--- config.mk ---
export PLATFORM = sky130hd
export DESIGN_NAME = sndcpu_addr_decode
export DESIGN_NICKNAME = d
export VERILOG_FILES = /design/src/rtl/sndcpu_pkg.sv /design/src/rtl/sndcpu_region_dec.sv /design/src/rtl/sndcpu_bank_sr.sv /design/src/rtl/sndcpu_win_map.sv /design/src/rtl/sndcpu_addr_decode.sv
export SDC_FILE = /design/constraint.sdc
export NUM_CORES = 1
export LEC_CHECK = 0
export BUFFER_PORTS_ARGS = -buffer_cell sky130_fd_sc_hd__buf_2
export CORE_MARGIN = 2
export CORE_UTILIZATION = 37
export CTS_BUF_LIST = sky130_fd_sc_hd__clkbuf_4 sky130_fd_sc_hd__clkbuf_8 sky130_fd_sc_hd__clkbuf_16
export CTS_CLUSTER_SIZE = 8
export DETAILED_ROUTE_END_ITERATION = 6
export PLACE_DENSITY = 0.87
export SKIP_LAST_GASP = 1
export SYNTH_ARGS = -nofsm -noshare
export SYNTH_HDL_FRONTEND = slang
export SYNTH_SLANG_ARGS = --single-unit
--- constraint.sdc ---
create_clock -name clk -period 2.9 [get_ports clk]
set_clock_uncertainty 0.15 [all_clocks]
set_input_delay 0.58 -clock clk [delete_from_list [all_inputs] [get_ports clk]]
set_output_delay 0.58 -clock clk [all_outputs]
set_load 0.02 [all_outputs]
--- src/rtl/sndcpu_pkg.sv ---
package sndcpu_pkg;

  localparam int SND_AW  = 16;
  localparam int SND_DW  = 8;
  localparam int BANK_W  = 9;
  localparam int WIN_AW  = 15;
  localparam int HOST_AW = BANK_W + WIN_AW;
  localparam int HOST_DW = 2 * SND_DW;

  localparam logic [SND_AW-1:0] BANK_PORT = 16'h6000;
  localparam logic [12:0]       PSG_HI13  = 13'h0FE2; // 0x7F10..0x7F17
  localparam logic [13:0]       FM_HI14   = 14'h1000; // 0x4000..0x4003

  typedef enum logic [2:0] {
    RG_NONE, RG_RAM, RG_FM, RG_BANK, RG_PSG, RG_WIN
  } region_e;

  // Target of an access at addr; some targets exist for writes only.
  function automatic region_e classify(input logic [SND_AW-1:0] addr,
                                       input logic is_wr);
    region_e r;
    r = RG_NONE;
    if (addr[15])                              r = RG_WIN;
    else if (addr[15:13] == 3'b000)            r = RG_RAM;
    else if (addr[15:2] == FM_HI14)            r = RG_FM;
    else if (is_wr && addr == BANK_PORT)       r = RG_BANK;
    else if (is_wr && addr[15:3] == PSG_HI13 && addr[0]) r = RG_PSG;
    return r;
  endfunction

  function automatic logic [BANK_W-1:0] bank_shift(input logic [BANK_W-1:0] b,
                                                   input logic bit_in);
    return {bit_in, b[BANK_W-1:1]};
  endfunction

  function automatic logic [HOST_AW-1:0] win_addr(input logic [BANK_W-1:0] b,
                                                  input logic [WIN_AW-1:0] a);
    return {b, a[WIN_AW-1:1], 1'b0};
  endfunction

  function automatic logic [SND_DW-1:0] lane_pick(input logic [HOST_DW-1:0] w,
                                                  input logic odd);
    return odd ? w[SND_DW-1:0] : w[HOST_DW-1:SND_DW];
  endfunction

endpackage

--- src/rtl/sndcpu_region_dec.sv ---
module sndcpu_region_dec
  import sndcpu_pkg::*;
#(
  parameter int AW = SND_AW
) (
  input  logic [AW-1:0] addr,
  input  logic          rd,
  input  logic          wr,
  output region_e       rd_region,
  output logic          ram_cs,
  output logic          ram_we,
  output logic          fm_rd,
  output logic          fm_addr_we,
  output logic          fm_data_we,
  output logic          psg_we,
  output logic          bank_we,
  output logic          win_rd,
  output logic          win_we
);
  region_e wr_region;

  always_comb begin
    rd_region = classify(addr, 1'b0);
    wr_region = classify(addr, 1'b1);
  end

  always_comb begin
    ram_cs     = (rd && rd_region == RG_RAM) || (wr && wr_region == RG_RAM);
    ram_we     = wr && wr_region == RG_RAM;
    fm_rd      = rd && rd_region == RG_FM;
    fm_addr_we = wr && wr_region == RG_FM && !addr[0];
    fm_data_we = wr && wr_region == RG_FM &&  addr[0];
    psg_we     = wr && wr_region == RG_PSG;
    bank_we    = wr && wr_region == RG_BANK;
    win_rd     = rd && rd_region == RG_WIN;
    win_we     = wr && wr_region == RG_WIN;
  end
endmodule

--- src/rtl/sndcpu_bank_sr.sv ---
module sndcpu_bank_sr
  import sndcpu_pkg::*;
#(
  parameter int BW = BANK_W
) (
  input  logic          clk,
  input  logic          rst_n,
  input  logic          shift_en,
  input  logic          bit_in,
  output logic [BW-1:0] bank
);
  logic [BW-1:0] bank_q;

  always_ff @(posedge clk or negedge rst_n) begin
    if (!rst_n)        bank_q <= '0;
    else if (shift_en) bank_q <= bank_shift(bank_q, bit_in);
  end

  assign bank = bank_q;

  // new bit lands at the top, the rest moves down one place
  a_r5_top_bit: assert property (@(posedge clk) disable iff (!rst_n)
    shift_en |=> bank_q[BW-1] == $past(bit_in));
  a_r5_move_down: assert property (@(posedge clk) disable iff (!rst_n)
    shift_en |=> bank_q[BW-2:0] == $past(bank_q[BW-1:1]));
  // anything other than a bank write leaves it alone
  a_r9_bank_hold: assert property (@(posedge clk) disable iff (!rst_n)
    !shift_en |=> $stable(bank_q));
endmodule

--- src/rtl/sndcpu_win_map.sv ---
module sndcpu_win_map
  import sndcpu_pkg::*;
#(
  parameter int BW  = BANK_W,
  parameter int WAW = WIN_AW,
  parameter int DW  = SND_DW,
  localparam int HAW = BW + WAW,
  localparam int HDW = 2 * DW
) (
  input  logic [BW-1:0]  bank,
  input  logic [WAW-1:0] win_off,
  input  logic [DW-1:0]  wbyte,
  input  logic [HDW-1:0] host_word,
  output logic [HAW-1:0] host_addr,
  output logic [HDW-1:0] host_wdata,
  output logic [DW-1:0]  lane_byte
);
  always_comb begin
    host_addr  = win_addr(bank, win_off);
    host_wdata = {wbyte, wbyte};
    lane_byte  = lane_pick(host_word, win_off[0]);
  end
endmodule

--- src/rtl/sndcpu_addr_decode.sv ---
module sndcpu_addr_decode
  import sndcpu_pkg::*;
#(
  parameter int AW  = SND_AW,
  parameter int DW  = SND_DW,
  parameter int BW  = BANK_W,
  parameter int WAW = WIN_AW,
  localparam int HAW = BW + WAW,
  localparam int HDW = 2 * DW
) (
  input  logic           clk,
  input  logic           rst_n,
  input  logic [AW-1:0]  cpu_addr,
  input  logic [DW-1:0]  cpu_wdata,
  input  logic           cpu_rd,
  input  logic           cpu_wr,
  output logic [DW-1:0]  cpu_rdata,
  output logic           ram_cs,
  output logic           ram_we,
  input  logic [DW-1:0]  ram_rdata,
  output logic           fm_rd,
  output logic           fm_addr_we,
  output logic           fm_data_we,
  output logic [DW:0]    fm_reg_addr,
  input  logic [DW-1:0]  fm_status,
  output logic           psg_we,
  output logic           host_rd,
  output logic           host_we,
  output logic [HAW-1:0] host_addr,
  output logic [HDW-1:0] host_wdata,
  input  logic [HDW-1:0] host_rdata
);
  region_e       rd_region;
  logic          bank_we;
  logic [BW-1:0] bank;
  logic [DW-1:0] lane_byte;

  sndcpu_region_dec #(.AW(AW)) u_dec (
    .addr(cpu_addr), .rd(cpu_rd), .wr(cpu_wr), .rd_region(rd_region),
    .ram_cs(ram_cs), .ram_we(ram_we), .fm_rd(fm_rd),
    .fm_addr_we(fm_addr_we), .fm_data_we(fm_data_we), .psg_we(psg_we),
    .bank_we(bank_we), .win_rd(host_rd), .win_we(host_we)
  );

  sndcpu_bank_sr #(.BW(BW)) u_bank (
    .clk(clk), .rst_n(rst_n), .shift_en(bank_we), .bit_in(cpu_wdata[0]),
    .bank(bank)
  );

  sndcpu_win_map #(.BW(BW), .WAW(WAW), .DW(DW)) u_win (
    .bank(bank), .win_off(cpu_addr[WAW-1:0]), .wbyte(cpu_wdata),
    .host_word(host_rdata), .host_addr(host_addr), .host_wdata(host_wdata),
    .lane_byte(lane_byte)
  );

  assign fm_reg_addr = {cpu_addr[1], cpu_wdata};

  always_comb begin
    unique case (rd_region)
      RG_RAM:  cpu_rdata = ram_rdata;
      RG_FM:   cpu_rdata = fm_status;
      RG_WIN:  cpu_rdata = lane_byte;
      default: cpu_rdata = '1;
    endcase
  end

  // one target class per cycle
  a_r4_single_target: assert property (@(posedge clk) disable iff (!rst_n)
    $onehot0({ram_cs, fm_rd | fm_addr_we | fm_data_we, psg_we,
              host_rd | host_we, bank_we}));
  // host word alignment
  a_r6_even_host: assert property (@(posedge clk) disable iff (!rst_n)
    (host_rd || host_we) |-> host_addr[0] == 1'b0);
  // both host lanes carry the same byte
  a_r8_dup_lanes: assert property (@(posedge clk) disable iff (!rst_n)
    host_we |-> host_wdata[HDW-1:DW] == host_wdata[DW-1:0]);
  // reads that hit nothing return all ones
  a_r9_unmapped_ff: assert property (@(posedge clk) disable iff (!rst_n)
    (cpu_rd && !ram_cs && !fm_rd && !host_rd) |-> cpu_rdata == '1);
endmodule

==> impl_metrics.env, run 1 <==
export IMPL_worst_ir_drop_vdd_uv=202
export IMPL_synthesis_area_per_instance_sq_um=8.63
export IMPL_critical_path_startpoint_type="input port"
export IMPL_floorplan_rows=19
export IMPL_power_density_mw_per_mm2=277
export IMPL_die_area_sq_mm=0.00346
export IMPL_synth_commonest_cells="sky130_fd_sc_hd__buf_4 (40), sky130_fd_sc_hd__mux2_2 (17), sky130_fd_sc_hd__nand2_1 (17), sky130_fd_sc_hd__dfrtp_1 (9), sky130_fd_sc_hd__o21ai_0 (9)"
export IMPL_slew_viol_final=0
export IMPL_cts_htree_levels=1
export IMPL_postSynthNetCount=189
export IMPL_cts_root_buf="sky130_fd_sc_hd__clkbuf_4"
export IMPL_part_of_the_power_in_the_clock_network_pct=27.0
export IMPL_wp_data_arrival_ns=1.91
export IMPL_io_buffer_count=95
export IMPL_detailroute_via_count=1088
export IMPL_switchingPower_w=0.000129
export IMPL_multiInputGateArea_sq_um=578
export IMPL_layout_core_utilization_pct=49.5
export IMPL_clock_tree_from_tritoncts="built"
export IMPL_p_seq_share_pct=32.6
export IMPL_ys_ff_latch=9
export IMPL_power_leakage_nw=0.797
export IMPL_timing_hold_worst_class="reg2reg"
export IMPL_critPathKind="in2out"
export IMPL_finalCriticalPeriod_ns=2.64
export IMPL_outcome="finished, violations left"
export IMPL_detailedPlacementHpwl_mm=2.49
export IMPL_sort_of_element_at_the_end_of_the_critical_path="output pin"
export IMPL_critical_path_peak_fanout=8
export IMPL_power_switching_share_pct=33.5
export IMPL_floorplan_die_width_um=58.9
export IMPL_seqCellArea_sq_um=225
export IMPL_final_setup_viol_count=0
export IMPL_finalWeightedCongestion=0.698
export IMPL_overflow=0
export IMPL_grt_pass1_wl_mm=4.33
export IMPL_cts_sink_count=9
export IMPL_synth_top_cell_area_share_pct=27.0
export IMPL_worst_margin_pin_slew_ns=0.522
export IMPL_fin_setup_tns_ns=0
export IMPL_cts_setup_buffers=0
export IMPL_timing_max_slew_rel_slack_pct=65.0
export IMPL_dr_first_iter_drc_count=68
export IMPL_pwr_share_comb_pct=40.4
export IMPL_ys_types=22
export IMPL_final_period_utilization_pct=90.9
export IMPL_numCtsBuffers=3
export IMPL_die_h_um=58.9
export IMPL_yosys_most_used_dff="sky130_fd_sc_hd__dfrtp_1"
export IMPL_violations_in_the_final_reports="design-rule violations"
export IMPL_synth_warning_count=0
export IMPL_syn2layout_area_growth_pct=24.6
export IMPL_post_synth_instance_area_sq_mm=0.00111
export IMPL_gr_usage_all_layers_pct=16.2
export IMPL_core_area_sq_mm=0.00281
export IMPL_fillerInstances=282
export IMPL_critPathRequiredTime_ns=2.17
export IMPL_synth_yosys_seq_area_share_pct=20.2
export IMPL_clock_pin_transition_on_the_worst_setup_and_hold_timing_paths_ns=0.06
export IMPL_max_freq_mhz=379
export IMPL_grt_start_max_net_pins=22
export IMPL_ctsLongestPathBuffers=2
export IMPL_design_final_nets=250
export IMPL_grt_pass1_vias=980
export IMPL_syn_instance_count=129
export IMPL_yosys_area_top_type="sky130_fd_sc_hd__buf_4"
export IMPL_post_synth_main_area_contributors="sky130_fd_sc_hd__buf_4 (27%), sky130_fd_sc_hd__dfrtp_1 (20%), sky130_fd_sc_hd__mux2_2 (17%)"
export IMPL_yosys_cell_count_top_type="sky130_fd_sc_hd__buf_4"
export IMPL_post_drt_wl_per_cell_um=13.4
export IMPL_drt_pass1_iter_count=6
export IMPL_drc=8
export IMPL_synth_enable_flop_cells=0
export IMPL_ios=125
export IMPL_post_route_cells_drive_above_1_share_pct=67.2
export IMPL_internal_power_w=0.000256
export IMPL_rsz_0062_raised_after_global_routing="false"
export IMPL_final_hold_viol_count=0
export IMPL_cap_violations=0
export IMPL_antenna_cells_inserted=0
export IMPL_avgViaCountPerCell=4.95
export IMPL_start_util_pct=39.7
export IMPL_largest_register_ff_count=9
export IMPL_clock_insertion_delay_worst_skew_ns=0.26
export IMPL_synth_async_sr_flop_share_pct=100
export IMPL_number_of_antenna_violations_at_the_first_check_in_global_routing=0
export IMPL_postRouteAntennaNets=0
export IMPL_detail_route_wirelength_mm=2.94
==> layout by cell type, fill, tap and decap left out, types with 3 or more instances in the layout <==
cell                       instances
sky130_fd_sc_hd__buf_2            95
sky130_fd_sc_hd__o21ai_0           9
sky130_fd_sc_hd__nor2_1            5
sky130_fd_sc_hd__clkbuf_4          4
sky130_fd_sc_hd__and2_1            3
sky130_fd_sc_hd__a211o_1           8
sky130_fd_sc_hd__buf_4             4
sky130_fd_sc_hd__mux2_2           17
sky130_fd_sc_hd__dfrtp_1           9
sky130_fd_sc_hd__nand2_1          17
==> worst paths after layout <==
path | end | slack (ns) | startpoint | cells after the start
hold / removal | u_bank.bank[0] | 0.35 | u_bank.bank[0] | 1
setup / recovery | cpu_rdata[0] | 0.26 | cpu_addr[9] | 6
hold reg to reg | u_bank.bank[0] | 0.35 | u_bank.bank[0] | 1
min in group asynchronous | u_bank.bank[7] | 0.54 | rst_n | 2
setup reg to reg | u_bank.bank[1] | 1.97 | u_bank.bank[2] | 1
max in group asynchronous | u_bank.bank[2] | 1.89 | rst_n | 2
==> metrics by stage <==
stage                     area (sq um)  hold slack, ns  power [W]  setup slack, ns  cells
final                             1390           0.350   0.000385            0.264    220
after CTS                         1380           0.354   0.000391           0.0297    220
after global placement            1340           0.284   0.000280            0.115    215
after floorplan                   1110           0.134   0.000269            0.283    129
after global routing              1390           0.395   0.000406            0.175    220
after detailed placement          1340           0.289   0.000283           0.0296    215
==> cell families after synthesis <==
kind of cell           share of synthesized area, %
AOI/OAI and AO/OA                              10.3
buffers and inverters                          28.3
DFF                                            20.2
muxes                                          17.2
other                                         0.337
and+or+nand+nor                                23.6
==> metal layers <==
layer / vias up / global-route usage [%] / wire length, um
met4: 0 / 8.44 / 7
met5: - / 0 / 0
met2: 49 / 28.1 / 1590
li1: 533 / - / -
met1: 504 / 20.0 / 1120
met3: 2 / 1.32 / 223
==> layout make-up <==
class / instances / share of cell area [%]
clock buffer: 4 / 2.16
multi-input combinational: 76 / 41.7
sequential: 9 / 16.2
tap: 31 / 2.80
timing repair buffer: 100 / 37.2
==> critical path: stages <==
cell and delay (ns):
sky130_fd_sc_hd__buf_2 0.11, sky130_fd_sc_hd__nor4_2 0.34, sky130_fd_sc_hd__and4_2 0.32, sky130_fd_sc_hd__nor3_2 0.10, sky130_fd_sc_hd__a211o_1 0.29, sky130_fd_sc_hd__buf_2 0.16
==> repair_timing <==
item	CTS	global route
endpoints found under the hold margin	5	0
gates resized for setup	0	1
endpoints found under the setup margin	0	8
hold buffers	1	0
==> power by group through the flow <==
stage | registers [W] | clock network, W | logic (W)
global placement | 0.000128 | 0 | 0.000152
floorplan | 0.000128 | 0 | 0.000141
CTS | 0.000126 | 0.000110 | 0.000156
detailed placement | 0.000128 | 0 | 0.000155
finish | 0.000126 | 0.000104 | 0.000155
global route | 0.000125 | 0.000111 | 0.000170
(Power assumes the default switching activity.)
==> run 2: changes to the inputs <==
--- a/config.mk
+++ b/config.mk
@@ -5,13 +5,14 @@
 export SDC_FILE = /design/constraint.sdc
 export NUM_CORES = 1
 export LEC_CHECK = 0
-export BUFFER_PORTS_ARGS = -buffer_cell sky130_fd_sc_hd__buf_2
+export ABC_AREA = 1
 export CORE_MARGIN = 2
-export CORE_UTILIZATION = 37
+export CORE_UTILIZATION = 60
 export CTS_BUF_LIST = sky130_fd_sc_hd__clkbuf_4 sky130_fd_sc_hd__clkbuf_8 sky130_fd_sc_hd__clkbuf_16
 export CTS_CLUSTER_SIZE = 8
 export DETAILED_ROUTE_END_ITERATION = 6
-export PLACE_DENSITY = 0.87
+export DONT_BUFFER_PORTS = 1
+export PLACE_DENSITY = 0.76
 export SKIP_LAST_GASP = 1
 export SYNTH_ARGS = -nofsm -noshare
 export SYNTH_HDL_FRONTEND = slang
==> run 2 against run 1 <==
First-iteration DRC count is 81% lower. Utilization is 2.2 points higher. Total power shrank 22%. Clock power about the same. The run now ends clean. Synthesized area grew 13%. Fmax rose by 12%. Non-clock buffer count is 99 lower. Critical path depth rose by 1. Sequential cell count stayed put. Sequential share of layout area increased by 6.0 points. Highest routed layer unchanged.
==> impl_metrics.env, run 2 <==
export IMPL_clock_insertion_delay_worst_skew_ns=0.25
export IMPL_largest_register_ff_count=9
export IMPL_critPathRequiredTime_ns=2.17
export IMPL_cts_root_buf="sky130_fd_sc_hd__clkbuf_4"
export IMPL_sort_of_element_at_the_end_of_the_critical_path="output pin"
export IMPL_detailroute_via_count=1071
export IMPL_final_period_utilization_pct=81.3
export IMPL_die_h_um=49.8
export IMPL_outcome="finished, final reports clean"
export IMPL_ctsLongestPathBuffers=2
export IMPL_met1_track_demand_over_resource_pct=25.2
export IMPL_post_synth_instance_area_sq_mm=0.00126
export IMPL_syn_instance_count=194
export IMPL_worst_r2r_path_depth=2
export IMPL_worst_ir_drop_vdd_uv=239
export IMPL_grt_pass1_wl_mm=4.64
export IMPL_number_of_antenna_violations_at_the_first_check_in_global_routing=0
export IMPL_start_util_pct=64.2
export IMPL_floorplan_rows=16
export IMPL_post_route_cells_drive_above_1_share_pct=12.3
export IMPL_post_synth_main_area_contributors="sky130_fd_sc_hd__buf_4 (24%), sky130_fd_sc_hd__dfrtp_1 (18%), sky130_fd_sc_hd__nand2_1 (13%)"
export IMPL_detailedPlacementHpwl_mm=2.30
export IMPL_synth_top_cell_area_share_pct=23.9
export IMPL_final_setup_viol_count=0
export IMPL_cp_slowest_cell="sky130_fd_sc_hd__nor2_1"
export IMPL_holdPathStages=2
export IMPL_mostFrequentLayoutCell="sky130_fd_sc_hd__nand2_1"
export IMPL_grtUsageMet3_pct=6.36
export IMPL_avgViaCountPerCell=5.88
export IMPL_reg2reg_to="u_bank.bank[5]"
export IMPL_gr_usage_all_layers_pct=23.4
export IMPL_drt_pass1_iter_count=4
export IMPL_clock_pin_transition_on_the_worst_setup_and_hold_timing_paths_ns=0.06
export IMPL_dr_first_iter_drc_count=13
export IMPL_fin_setup_tns_ns=0
export IMPL_floorplan_die_width_um=49.8
export IMPL_cts_resized_gates=0
export IMPL_busiest_layer="met2"
export IMPL_clock_tree_from_tritoncts="built"
export IMPL_cts_sink_count=9
export IMPL_ff2ff_setup_slack_ns=1.97
export IMPL_yosys_area_top_type="sky130_fd_sc_hd__buf_4"
export IMPL_grt_pass1_vias=1064
export IMPL_wp_data_arrival_ns=1.63
export IMPL_detail_route_wirelength_mm=2.82
export IMPL_finalCriticalPeriod_ns=2.36
export IMPL_startpoint="cpu_addr[15]"
export IMPL_grt_start_max_net_pins=15
export IMPL_cts_setup_buffers=0
export IMPL_critical_path_reg2reg_startpoint="u_bank.bank[6]"
export IMPL_final_hold_viol_count=0
export IMPL_cts_htree_levels=1
export IMPL_die_area_sq_mm=0.00248
export IMPL_timing_hold_worst_class="in2reg"
export IMPL_ios=125
export IMPL_core_area_sq_mm=0.00196
export IMPL_antenna_cells_inserted=0
export IMPL_synth_yosys_seq_area_share_pct=17.9
export IMPL_cap_violations=0
export IMPL_postSynthNetCount=254
export IMPL_finalWeightedCongestion=0.875
export IMPL_numCtsBuffers=3
export IMPL_design_final_nets=216
export IMPL_io_buffer_count=0
export IMPL_finalWorstSetupSlack_ns=0.543
export IMPL_grtUsageMet2_pct=42.7
export IMPL_max_freq_mhz=424
export IMPL_yosys_cell_count_top_type="sky130_fd_sc_hd__nand2_1"
export IMPL_critical_path_startpoint_type="input port"
export IMPL_critical_path_peak_fanout=14
export IMPL_syn2layout_area_growth_pct=-19.5
export IMPL_synthesis_area_per_instance_sq_um=6.49
export IMPL_fillerInstances=219
export IMPL_seqCellArea_sq_um=225
export IMPL_detailedPlace_worstSlack_ns=0.546
export IMPL_slew_viol_final=0
export IMPL_cpPeakStageDelay_ns=0.31
export IMPL_ys_types=23
export IMPL_critPathKind="in2out"
export IMPL_most_common_layout_cells="sky130_fd_sc_hd__nand2_1 (42), sky130_fd_sc_hd__nor2_1 (23), sky130_fd_sc_hd__inv_1 (14), sky130_fd_sc_hd__o21ai_0 (12)"
export IMPL_synth_async_sr_flop_share_pct=100
export IMPL_yosys_most_used_dff="sky130_fd_sc_hd__dfrtp_1"
export IMPL_overflow=0
export IMPL_synth_commonest_cells="sky130_fd_sc_hd__nand2_1 (42), sky130_fd_sc_hd__buf_4 (40), sky130_fd_sc_hd__nor2_1 (23), sky130_fd_sc_hd__inv_1 (14), sky130_fd_sc_hd__o21ai_0 (12)"
export IMPL_power_leakage_nw=0.520
export IMPL_rsz_0062_raised_after_global_routing="false"
export IMPL_power_density_mw_per_mm2=295
export IMPL_postRouteAntennaNets=0
export IMPL_ys_ff_latch=9
export IMPL_drc=0
export IMPL_critical_path_cell_chain="inv_2, nand2_1, nor2_2, nand2_2, nor2_8, nand3_2, nor2_1"
export IMPL_synth_enable_flop_cells=0
export IMPL_multiInputGateArea_sq_um=654
export IMPL_hold_path_end="u_bank.bank[8]"
export IMPL_timing_hold_worst_start="cpu_wdata[0]"
export IMPL_post_drt_wl_per_cell_um=15.5
export IMPL_synth_warning_count=0
export IMPL_hold_worst_slack_ns=0.324
-- run 2: timing repair --
action	4_1_cts	5_1_grt
hold buffers	1	0
hold endpoints to repair	9	0
setup endpoints to repair	0	0
-- run 2: logic make-up (layout without fill, tap and decap cells) --
logic type / count (synthesis) / after routing / share of synthesized area [%]
flip-flops: 9 / 9 / 17.9
AND/OR/NAND/NOR: 107 / 107 / 44.9
AO/OA/AOI/OAI: 17 / 17 / 6.76
other: 1 / 1 / 0.298
buffers and inverters: 60 / 21 / 30.1
-- run 2: per-layer routing --
metal  vias to the layer above  wire (um)  share of wire [%]
met5                         -          0                  0
met3                         7        244                8.7
met1                       487       1030                 37
met2                        67       1500                 53
li1                        510          -                  -
met4                         0         44                1.6
-- run 2: area by class of cell --
type | instances | area share (%)
tap | 27 | 3.33
sequential | 9 | 22.2
timing repair buffer | 1 | 0.988
inverter | 16 | 5.93
clock buffer | 4 | 2.96
multi-input combinational | 125 | 64.6
-- run 2: stage by stage --
step	total power [W]	std cells	area [sq um]	utilization, %
after detailed placement	0.000195	177	973	49.6
after global placement	0.000194	177	973	49.6
after global routing	0.000317	182	1010	51.7
after CTS	0.000301	182	1010	51.7
final	0.000299	182	1010	51.7
after floorplan	0.000273	194	1260	-
-- run 2: worst max-delay path by stage --
stage / to / cells past startpoint
after floorplan: fm_data_we / 5
after global placement: fm_data_we / 7
after detailed placement: fm_data_we / 7
after CTS: fm_data_we / 7
after global routing: fm_data_we / 7
final: fm_data_we / 7
-- run 2: critical path: cells and delay by family --
| family | cells | cell delay (ns) |
|---|---|---|
| buffers and inverters | 1 | 0.15 |
| and+or+nand+nor | 6 | 0.89 |
-- run 2: power by group --
group	switching, W	internal, W
logic	0.0000499	0.0000205
registers	0.0000000108	0.000126
clock network	0.0000413	0.0000622
total	0.0000911	0.000208
==> run 3: changes to the inputs <==
--- a/config.mk
+++ b/config.mk
@@ -5,14 +5,14 @@
 export SDC_FILE = /design/constraint.sdc
 export NUM_CORES = 1
 export LEC_CHECK = 0
-export ABC_AREA = 1
-export CORE_MARGIN = 2
-export CORE_UTILIZATION = 60
+export ABC_AREA = 0
+export CORE_AREA = 2 2 48 50
 export CTS_BUF_LIST = sky130_fd_sc_hd__clkbuf_4 sky130_fd_sc_hd__clkbuf_8 sky130_fd_sc_hd__clkbuf_16
 export CTS_CLUSTER_SIZE = 8
 export DETAILED_ROUTE_END_ITERATION = 6
+export DIE_AREA = 0 0 50 52
 export DONT_BUFFER_PORTS = 1
-export PLACE_DENSITY = 0.76
+export PLACE_DENSITY = 0.69
 export SKIP_LAST_GASP = 1
 export SYNTH_ARGS = -nofsm -noshare
 export SYNTH_HDL_FRONTEND = slang
==> constraint.sdc (replaced) <==
create_clock -name clk -period 2.2 [get_ports clk]
set_clock_uncertainty 0.15 [all_clocks]
set_input_delay 0.44 -clock clk [delete_from_list [all_inputs] [get_ports clk]]
set_output_delay 0.44 -clock clk [all_outputs]
set_load 0.02 [all_outputs]
==> run 3 against run 2 <==
Count of clock-buffer cells in the layout stayed put. Clock power is 27% higher. Critical path depth is 1 lower. Non-clock buffer count is 12 higher. Die area is 4.8% higher. Sequential cell count stayed put. Critical path type unchanged. Critical endpoint is now cpu_rdata[4]. Largest cell class unchanged.
==> impl_metrics.env, run 3 (synthesis results as in run 1) <==
export IMPL_critical_path_peak_fanout=8
export IMPL_worst_ir_drop_vdd_uv=367
export IMPL_avgViaCountPerCell=6.04
export IMPL_outcome="finished, final reports clean"
export IMPL_wp_data_arrival_ns=1.56
export IMPL_grt_pass1_wl_mm=3.42
export IMPL_hold_worst_slack_ns=0.210
export IMPL_final_design_area_no_fill_sq_um=996
export IMPL_power_density_mw_per_mm2=396
export IMPL_final_setup_viol_count=0
export IMPL_finalWeightedCongestion=0.705
export IMPL_cts_htree_levels=1
export IMPL_fillerInstances=210
export IMPL_floorplan_rows=17
export IMPL_grt_start_max_net_pins=23
export IMPL_dr_first_iter_drc_count=6
export IMPL_max_freq_mhz=464
export IMPL_postRouteAntennaNets=0
export IMPL_post_drt_wl_per_cell_um=17.9
export IMPL_numCtsBuffers=3
export IMPL_final_period_utilization_pct=97.9
export IMPL_design_final_nets=163
export IMPL_clock_insertion_delay_worst_skew_ns=0.24
export IMPL_gr_usage_all_layers_pct=16.8
export IMPL_overflow=0
export IMPL_cts_root_buf="sky130_fd_sc_hd__clkbuf_4"
export IMPL_largest_register_ff_count=9
export IMPL_finalPower_w=0.000394
export IMPL_cap_violations=0
export IMPL_start_util_pct=52.9
export IMPL_floorplan_die_width_um=50
export IMPL_antenna_cells_inserted=0
export IMPL_finalCriticalPeriod_ns=2.15
export IMPL_critPathKind="in2out"
export IMPL_die_area_sq_mm=0.00260
export IMPL_final_hold_viol_count=0
export IMPL_ctsLongestPathBuffers=2
export IMPL_fin_setup_tns_ns=0
export IMPL_syn2layout_area_growth_pct=-10.6
export IMPL_multiInputGateArea_sq_um=606
export IMPL_cts_sink_count=9
export IMPL_power_leakage_nw=0.444
export IMPL_io_buffer_count=0
export IMPL_detailedPlacementHpwl_mm=1.95
export IMPL_slew_viol_final=0
export IMPL_post_detailed_placement_cell_area_sq_um=936
export IMPL_sort_of_element_at_the_end_of_the_critical_path="output pin"
export IMPL_post_place_cells=125
export IMPL_core_area_sq_mm=0.00211
export IMPL_rsz_0062_raised_after_global_routing="true"
export IMPL_drc=0
export IMPL_critical_path_startpoint_type="input port"
export IMPL_cts_setup_buffers=0
export IMPL_clock_tree_from_tritoncts="built"
export IMPL_die_h_um=52
export IMPL_clock_pin_transition_on_the_worst_setup_and_hold_timing_paths_ns=0.06
export IMPL_critPathRequiredTime_ns=1.61
export IMPL_detailroute_via_count=785
export IMPL_ios=125
export IMPL_timing_hold_worst_class="in2reg"
export IMPL_seqCellArea_sq_um=225
export IMPL_post_route_cells_drive_above_1_share_pct=42.2
export IMPL_drt_pass1_iter_count=3
export IMPL_detail_route_wirelength_mm=2.33
export IMPL_number_of_antenna_violations_at_the_first_check_in_global_routing=0
export IMPL_grt_pass1_vias=775
export IMPL_layout_cells_non_filler=130
export IMPL_most_common_layout_cells="sky130_fd_sc_hd__nand2_1 (17), sky130_fd_sc_hd__mux2_2 (17), sky130_fd_sc_hd__buf_4 (12), sky130_fd_sc_hd__o21ai_0 (9), sky130_fd_sc_hd__dfrtp_1 (9)"
==> run 3: path summary, 6_finish.rpt <==
path	slack, ns	endpoint	depth (start not counted)	from
max	0.05	cpu_rdata[4]	6	cpu_addr[9]
min	0.21	u_bank.bank[8]	1	cpu_wdata[0]
max reg2reg	1.17	u_bank.bank[8]	1	u_bank.bank[8]
min reg2reg	0.53	u_bank.bank[5]	1	u_bank.bank[6]
max in group asynchronous	1.23	u_bank.bank[2]	1	rst_n
min in group asynchronous	0.40	u_bank.bank[5]	1	rst_n
==> run 3: worst max-delay path: stages <==
cell	delay (ns)
sky130_fd_sc_hd__nor4_2	0.28
sky130_fd_sc_hd__buf_4	0.16
sky130_fd_sc_hd__nand4_2	0.14
sky130_fd_sc_hd__nor2_1	0.13
sky130_fd_sc_hd__buf_4	0.17
sky130_fd_sc_hd__a211o_1	0.25
==> run 3: timing repair <==
| item | in CTS | in global routing |
|---|---|---|
| hold buffers | 1 | 0 |
| hold endpoints to repair | 9 | 0 |
| gates cloned | 0 | 0 |
| resized for setup | 1 | 2 |
| setup endpoints to repair | 8 | 8 |
==> run 3: report_power, final <==
group / total [W] / switching [W] / internal, W
Clock: 0.000131 / 0.0000495 / 0.0000817
Combinational: 0.0000976 / 0.0000559 / 0.0000416
Sequential: 0.000166 / 0.00000000724 / 0.000166
Total: 0.000394 / 0.000105 / 0.000289
==> run 3: layer usage <==
layer	share of wire, %	up-vias	track usage (%)
li1	-	358	-
met1	38	368	20.2
met2	53	54	31.4
met3	7.7	5	2.59
met4	0.99	0	3.70
met5	0	-	0
==> run 3: stage by stage <==
step           worst slack [ns]  utilization [%]
3_5_place_dp             -0.207             44.4
5_1_grt                 -0.0198             47.3
2_1_floorplan          -0.00299                -
4_1_cts                  0.0274             46.6
6_report                 0.0458             47.3
3_3_place_gp             -0.177             44.4
==> run 3: layout make-up <==
type	instances	area share, %
Timing Repair Buffer	13	10.1
Clock buffer	4	3.02
Tap cell	28	3.52
Multi-Input combinational cell	76	60.8
Sequential cell	9	22.6
